--- config.mk ---
export PLATFORM = sky130hd
export DESIGN_NAME = decade_div
export DESIGN_NICKNAME = d
export VERILOG_FILES = /design/src/rtl/decade_div_pkg.sv /design/src/rtl/decade_div_rst_sync.sv /design/src/rtl/decade_div_edge.sv /design/src/rtl/decade_div_stage.sv /design/src/rtl/decade_div_ctrl.sv /design/src/rtl/decade_div.sv
export SDC_FILE = /design/constraint.sdc
export NUM_CORES = 1
export LEC_CHECK = 0
export CORE_MARGIN = 2
export CORE_UTILIZATION = 53
export DETAILED_ROUTE_END_ITERATION = 8
export PLACE_DENSITY_LB_ADDON = 0.15
export SLEW_MARGIN = 10
export SYNTH_ARGS = -nofsm -noshare
export SYNTH_HDL_FRONTEND = slang
export SYNTH_HIERARCHICAL = 1
export SYNTH_SLANG_ARGS = --single-unit
--- constraint.sdc ---
create_clock -name clk -period 1.2 [get_ports clk]
set_input_delay 0.12 -clock clk [delete_from_list [all_inputs] [get_ports clk]]
set_output_delay 0.12 -clock clk [all_outputs]
set_load 0.05 [all_outputs]
--- src/rtl/decade_div_pkg.sv ---
package decade_div_pkg;

  localparam int DIGIT_W  = 4;
  localparam int DIGIT_MAX = 9;
  localparam int DIGIT_HALF = 5;
  localparam int CODE_W   = 3;

  typedef logic [DIGIT_W-1:0] digit_t;

  // Ratio codes of zero, or beyond the number of stages, mean divide-by-one.
  function automatic logic is_bypass(input logic [CODE_W-1:0] code, input int n_stages);
    return (code == '0) || (int'(code) > n_stages);
  endfunction

endpackage

--- src/rtl/decade_div_rst_sync.sv ---
module decade_div_rst_sync (
  input  logic clk,
  input  logic rst_n,
  output logic rst_sync_n
);

  logic meta_q;

  always_ff @(posedge clk or negedge rst_n) begin
    if (!rst_n) begin
      meta_q     <= 1'b0;
      rst_sync_n <= 1'b0;
    end else begin
      meta_q     <= 1'b1;
      rst_sync_n <= meta_q;
    end
  end

endmodule

--- src/rtl/decade_div_edge.sv ---
module decade_div_edge (
  input  logic clk,
  input  logic rst_n,
  input  logic in_sig,
  output logic rise
);

  logic in_q;

  assign rise = in_sig & ~in_q;

  always_ff @(posedge clk or negedge rst_n) begin
    if (!rst_n) begin
      in_q <= 1'b0;
    end else begin
      in_q <= in_sig;
    end
  end

endmodule

--- src/rtl/decade_div_stage.sv ---
module decade_div_stage
  import decade_div_pkg::*;
(
  input  logic   clk,
  input  logic   rst_n,
  input  logic   clr,
  input  logic   inc,
  output digit_t cnt_q,
  output digit_t cnt_nxt,
  output logic   carry
);

  logic en;

  always_comb begin
    carry   = inc & (cnt_q == digit_t'(DIGIT_MAX));
    cnt_nxt = cnt_q;
    if (clr) begin
      cnt_nxt = '0;
    end else if (inc) begin
      cnt_nxt = carry ? '0 : cnt_q + digit_t'(1);
    end
  end

  assign en = clr | inc;

  always_ff @(posedge clk or negedge rst_n) begin
    if (!rst_n) begin
      cnt_q <= '0;
    end else if (en) begin
      cnt_q <= cnt_nxt;
    end
  end

endmodule

--- src/rtl/decade_div_ctrl.sv ---
module decade_div_ctrl
  import decade_div_pkg::*;
#(
  parameter int CFG_W = CODE_W + 1
) (
  input  logic             clk,
  input  logic             rst_n,
  input  logic             clr,
  input  logic [CFG_W-1:0] cfg_lo,
  input  logic             start,
  input  logic             rise,
  input  logic             carry_sel,
  output logic [CFG_W-1:0] cfg_q,
  output logic             armed_q,
  output logic             stage_clr,
  output logic             count_en
);

  logic chg;
  logic oneshot;
  logic start_hit;
  logic run;
  logic armed_d;

  always_comb begin
    chg       = (cfg_lo != cfg_q);
    oneshot   = cfg_q[CFG_W-1];
    start_hit = start & oneshot & ~chg & ~clr;
    run       = ~oneshot | armed_q;
    stage_clr = clr | chg | start_hit;
    count_en  = rise & run & ~stage_clr;

    armed_d = armed_q;
    if (clr || chg) begin
      armed_d = 1'b0;
    end else if (start_hit) begin
      armed_d = 1'b1;
    end else if (oneshot && count_en && carry_sel) begin
      armed_d = 1'b0;
    end
  end

  always_ff @(posedge clk or negedge rst_n) begin
    if (!rst_n) begin
      cfg_q   <= '0;
      armed_q <= 1'b0;
    end else begin
      cfg_q   <= cfg_lo;
      armed_q <= armed_d;
    end
  end

endmodule

--- src/rtl/decade_div.sv ---
module decade_div
  import decade_div_pkg::*;
#(
  parameter int NUM_STAGES = 6
) (
  input  logic       clk,
  input  logic       rst_n,
  input  logic       clr,
  input  logic [7:0] cfg_byte,
  input  logic       start,
  input  logic       in_sig,
  output logic       div_out
);

  localparam int CFG_W  = CODE_W + 1;
  localparam int FLAT_W = NUM_STAGES * DIGIT_W;

  logic             rst_sync_n;
  logic             rise;
  logic [CFG_W-1:0] cfg_q;
  logic             armed_q;
  logic             stage_clr;
  logic             count_en;
  logic             carry_sel;
  logic             bypass_q;
  logic             tap_hi;
  logic             div_d;
  logic             div_q;
  logic [CODE_W-1:0] code_q;
  logic             unused_cfg_hi;

  digit_t           cnt_q   [NUM_STAGES];
  digit_t           cnt_nxt [NUM_STAGES];
  logic [NUM_STAGES:0] inc;
  logic [FLAT_W-1:0] cnt_flat;

  assign unused_cfg_hi = ^cfg_byte[7:CFG_W];

  decade_div_rst_sync u_rst (
    .clk        (clk),
    .rst_n      (rst_n),
    .rst_sync_n (rst_sync_n)
  );

  decade_div_edge u_edge (
    .clk    (clk),
    .rst_n  (rst_sync_n),
    .in_sig (in_sig),
    .rise   (rise)
  );

  decade_div_ctrl #(.CFG_W(CFG_W)) u_ctrl (
    .clk       (clk),
    .rst_n     (rst_sync_n),
    .clr       (clr),
    .cfg_lo    (cfg_byte[CFG_W-1:0]),
    .start     (start),
    .rise      (rise),
    .carry_sel (carry_sel),
    .cfg_q     (cfg_q),
    .armed_q   (armed_q),
    .stage_clr (stage_clr),
    .count_en  (count_en)
  );

  assign inc[0] = count_en;

  for (genvar k = 0; k < NUM_STAGES; k++) begin : g_stage
    decade_div_stage u_stage (
      .clk     (clk),
      .rst_n   (rst_sync_n),
      .clr     (stage_clr),
      .inc     (inc[k]),
      .cnt_q   (cnt_q[k]),
      .cnt_nxt (cnt_nxt[k]),
      .carry   (inc[k+1])
    );
    assign cnt_flat[k*DIGIT_W +: DIGIT_W] = cnt_q[k];
  end

  assign code_q   = cfg_q[CODE_W-1:0];
  assign bypass_q = is_bypass(code_q, NUM_STAGES);

  // Tap selection: code c drives the output from stage c-1.
  always_comb begin
    tap_hi    = 1'b0;
    carry_sel = 1'b0;
    for (int k = 0; k < NUM_STAGES; k++) begin
      if (!bypass_q && (int'(code_q) == k + 1)) begin
        tap_hi    = (cnt_nxt[k] >= digit_t'(DIGIT_HALF));
        carry_sel = inc[k+1];
      end
    end
  end

  always_comb begin
    div_d = 1'b0;
    if (!stage_clr && !bypass_q) begin
      div_d = tap_hi;
    end
  end

  always_ff @(posedge clk or negedge rst_sync_n) begin
    if (!rst_sync_n) begin
      div_q <= 1'b0;
    end else begin
      div_q <= div_d;
    end
  end

  assign div_out = bypass_q ? in_sig : div_q;

endmodule

==> reports/qor.csv <==
stage,metric,value,unit
clock_tree,CTS tree,built,
sta,final period utilization,331,%
setup_path,RR Endpoint,div_q,
sta,max-slew violation count,0,
place,routability congestion estimate,0.815,
job,maximum capacitance violations,0,
detailed_routing,via count,2189,
clock_tree,total CTS buffers,5,
setup_path,flop2flop setup slack,-2.77,ns
pwr,pwr/cell area,686,mW/mm^2
synth,Synth Warn #,6,
detailed_routing,DRC Markers,0,
clock_tree,root buffer cell,clkbuf_8,
min_path,Hold Crit Class,reg -> async,
grt,vias in the first global route,2274,
cells_and_area,Finished Layout Cells,368,
detailed_routing,post-route ant nets,0,
clock_tree,Clock Path Buffers,2,
setup_path,kind of start point of the critical path,register,
pwr,VDD IR max,0.760,mV
clock_tree,"Clk Latency, worst-skew pair",0.29,ns
pwr,Static Leak,1.44,nW
cells_and_area,Ant. Diodes,0,
floorplan,CORE AREA,0.00369,mm^2
outcome,status,finished with violations,
sta,Hold Fails Final Rpt,0,
setup_path,crit path max fanout,5,
clock_tree,Clock Pin Slew Worst Setup and Hold Paths,0.07,ns
pwr,Power Total,0.00221,W
sta,Post-Route Skew,0.00356,ns
setup_path,crit path from,u_ctrl/cfg_q[1],
place,HPWL Detailed,3.71,mm
cells_and_area,Final #Nets,344,
setup_path,CP arrival,4.20,ns
sta,setup violators final,27,
synth,mapped cell area,0.00206,mm^2
place,I/O Buffers,9,
synth,Mapped Nets,249,
place,worst slack at placement,-2.60,ns
cells_and_area,share of cells above drive strength 1,45.9,%
place,DP Cell Count,344,
floorplan,Starting Density,55.7,%
floorplan,I/O pin count,14,
sta,WHS,0.197,ns
detailed_routing,drt first pass iters,5,
outcome,failing checks,negative setup slack,
grt,largest net degree at the start of global routing,25,
clock_tree,# clock sinks,33,
synth,"Seq/Total Area, Yosys",40.2,%
synth,synthesized flop and latch total,33,
sta,Final WS setup,-2.77,ns
floorplan,Die Area,0.00439,mm^2
sta,unrepaired setup endpoints after global routing,true,
synth,post-synthesis cell type count,35,
setup_path,critical path endpoint,div_q,
grt,global-route wire length before repair,10.8,mm
detailed_routing,Iter 0 DRT Violations,220,
cells_and_area,Synth-to-Final Area Change,56.8,%
sta,maximum achievable frequency,252,MHz
setup_path,kind of critical path,reg -> reg,
place,placed inst area,0.00274,mm^2
clock_tree,H-Tree Depth,2,
floorplan,die height,66.3,um
grt,antenna violations before repair,0,
floorplan,Cell Rows,22,
floorplan,Die X-Extent,66.3,um
detailed_routing,detail-routed net length per standard cell,20.6,um
setup_path,critical path data required time,1.43,ns
setup_path,R2R cell count,20,
sta,fin crit period,3.97,ns
detailed_routing,via/cell ratio,5.95,
setup_path,reg-to-reg startpoint,u_ctrl/cfg_q[1],
synth,syn_area_per_cell,9.18,um^2
grt,GRT Util Overall,33.6,%
cells_and_area,Final Instance Area,0.00322,mm^2
synth,Post-Syn Instances,224,
grt,grt ovf,0,
detailed_routing,Total Wirelength,7.56,mm
setup_path,Setup crit end kind,register,
==> per-layer routing <==
| metal | vias to the layer above | GRT usage, % | wire length, um |
|---|---|---|---|
| met5 | - | 0 | 0 |
| met4 | 0 | 16.1 | 382 |
| met3 | 44 | 5.79 | 526 |
| met2 | 129 | 61.0 | 3750 |
| met1 | 1047 | 37.7 | 2900 |
| li1 | 969 | - | - |
==> final cells by class <==
class	count	area, um^2
fillers	161	465
well taps	48	60.1
repair buffers	97	805
flip-flops and latches	33	826
inverters	13	48.8
multi-input cells	169	1400
clock buffers	8	80.1
==> worst min-delay path by stage <==
stage | cells after the start | slack [ns] | to | start
floorplan | 0 | -0.18 | u_rst/meta_q | rst_n
global placement | 1 | 0.18 | u_edge/in_q | u_rst/rst_sync_n
detailed placement | 1 | 0.20 | u_edge/in_q | u_rst/rst_sync_n
CTS | 1 | 0.21 | u_edge/in_q | u_rst/rst_sync_n
global route | 1 | 0.22 | u_ctrl/armed_q | u_rst/rst_sync_n
finish | 1 | 0.20 | u_ctrl/armed_q | u_rst/rst_sync_n
==> kinds of logic (layout without fill, tap and decap cells) <==
logic type | after synthesis | count (layout) | synth area share, %
xor+xnor | 15 | 15 | 6.39
mux | 2 | 2 | 0.974
fa+ha+maj | 12 | 12 | 7.30
compound gates | 40 | 40 | 13.5
buf+inv | 22 | 118 | 4.44
other cells | 1 | 1 | 0.182
simple gates | 99 | 99 | 27.0
flops | 33 | 33 | 40.2
==> state kept, by name, summed over array words and instances, names as in the netlist <==
signal                 cells
div_q                      1
g_stage.u_stage/cnt_q     24
u_ctrl/armed_q             1
u_ctrl/cfg_q               4
u_edge/in_q                1
u_rst/meta_q               1
u_rst/rst_sync_n           1
==> cell usage after synthesis <==
master     number  area [um^2]
o31a_1          1         8.76
xor2_1         15          131
nand4_1         6         37.5
o21a_1          4         30.0
nand4b_1        6         52.6
a21o_1          1         7.51
or4_1           1         7.51
nand3_1         2         10.0
nor3_1         25          125
and2b_1         6         45.0
a2bb2oi_1       6         52.6
nor2b_4         1         13.8
a211oi_1        1         7.51
dfrtp_1        33          826
o21ai_0         6         30.0
a311oi_1        1         8.76
a21boi_0        1         7.51
buf_4           2         15.0
ha_1           12          150
a21oi_1        10         50.1
buf_2           1         5.00
nor2b_1        13         81.3
nand3b_1        1         7.51
o211ai_1        2         15.0
conb_1          1         3.75
nor2_1         26         97.6
nand2_1         8         30.0
buf_1           6         22.5
inv_1          13         48.8
o21ai_1         5         25.0
and3b_1         3         26.3
a21boi_1        1         7.51
mux2i_1         2         20.0
nor4_4          1         21.3
a2111oi_4       1         27.5
==> repair_timing <==
item | in CTS | in global routing
endpoints found under the hold margin | 2 | 0
cloned | 0 | 0
pin swaps | 18 | 16
resized for setup | 37 | 33
setup endpoints to repair | 27 | 27
hold buffers | 1 | 0
buffers inserted | 26 | 10
==> through the flow <==
| step | setup TNS [ns] | utilization (%) |
|---|---|---|
| after floorplan | -33.49 | - |
| after global placement | -37.99 | 74.2 |
| after detailed placement | -41.31 | 74.2 |
| after CTS | -35.58 | 84.6 |
| after global routing | -42.16 | 87.4 |
| final | -39.43 | 87.4 |
==> power breakdown <==
part / internal [W] / leakage [nW] / switching, W
registers: 0.00112 / 0.445 / 0.0000104
clock network: 0.000412 / 0.0395 / 0.000423
logic: 0.000107 / 0.954 / 0.000135
total: 0.00164 / 1.44 / 0.000568
==> layout by cell type, fill, tap and decap left out, drive strengths merged, types with 6 or more instances in the layout <==
master / synthesis / final
xor2: 15 / 15
o21ai: 11 / 11
clkdlybuf4s50: 0 / 8
a21oi: 10 / 10
ha: 12 / 12
a2bb2oi: 6 / 6
buf: 9 / 88
nand4: 6 / 6
dfrtp: 33 / 33
clkbuf: 0 / 8
nor2: 26 / 26
inv: 13 / 13
nand4b: 6 / 6
nand2: 8 / 8
nor3: 25 / 25
nor2b: 14 / 14
and2b: 6 / 6
==> critical path: stages (launching register included) <==
cell and delay, ns:
dfrtp_1 0.42, xor2_2 0.18, nor4_4 0.29, and3b_2 0.24, nand4b_1 0.15, inv_2 0.10
nand4b_1 0.15, inv_2 0.09, nand4b_1 0.15, inv_2 0.09, nand4b_1 0.19, inv_2 0.11
nand4b_1 0.17, inv_2 0.18, buf_6 0.12, nand4_1 0.13, xor2_1 0.22, nor3_1 0.33
o21ai_2 0.11, a311oi_2 0.30, o31a_1 0.18
Note: power is estimated with default switching activity, not from simulation.
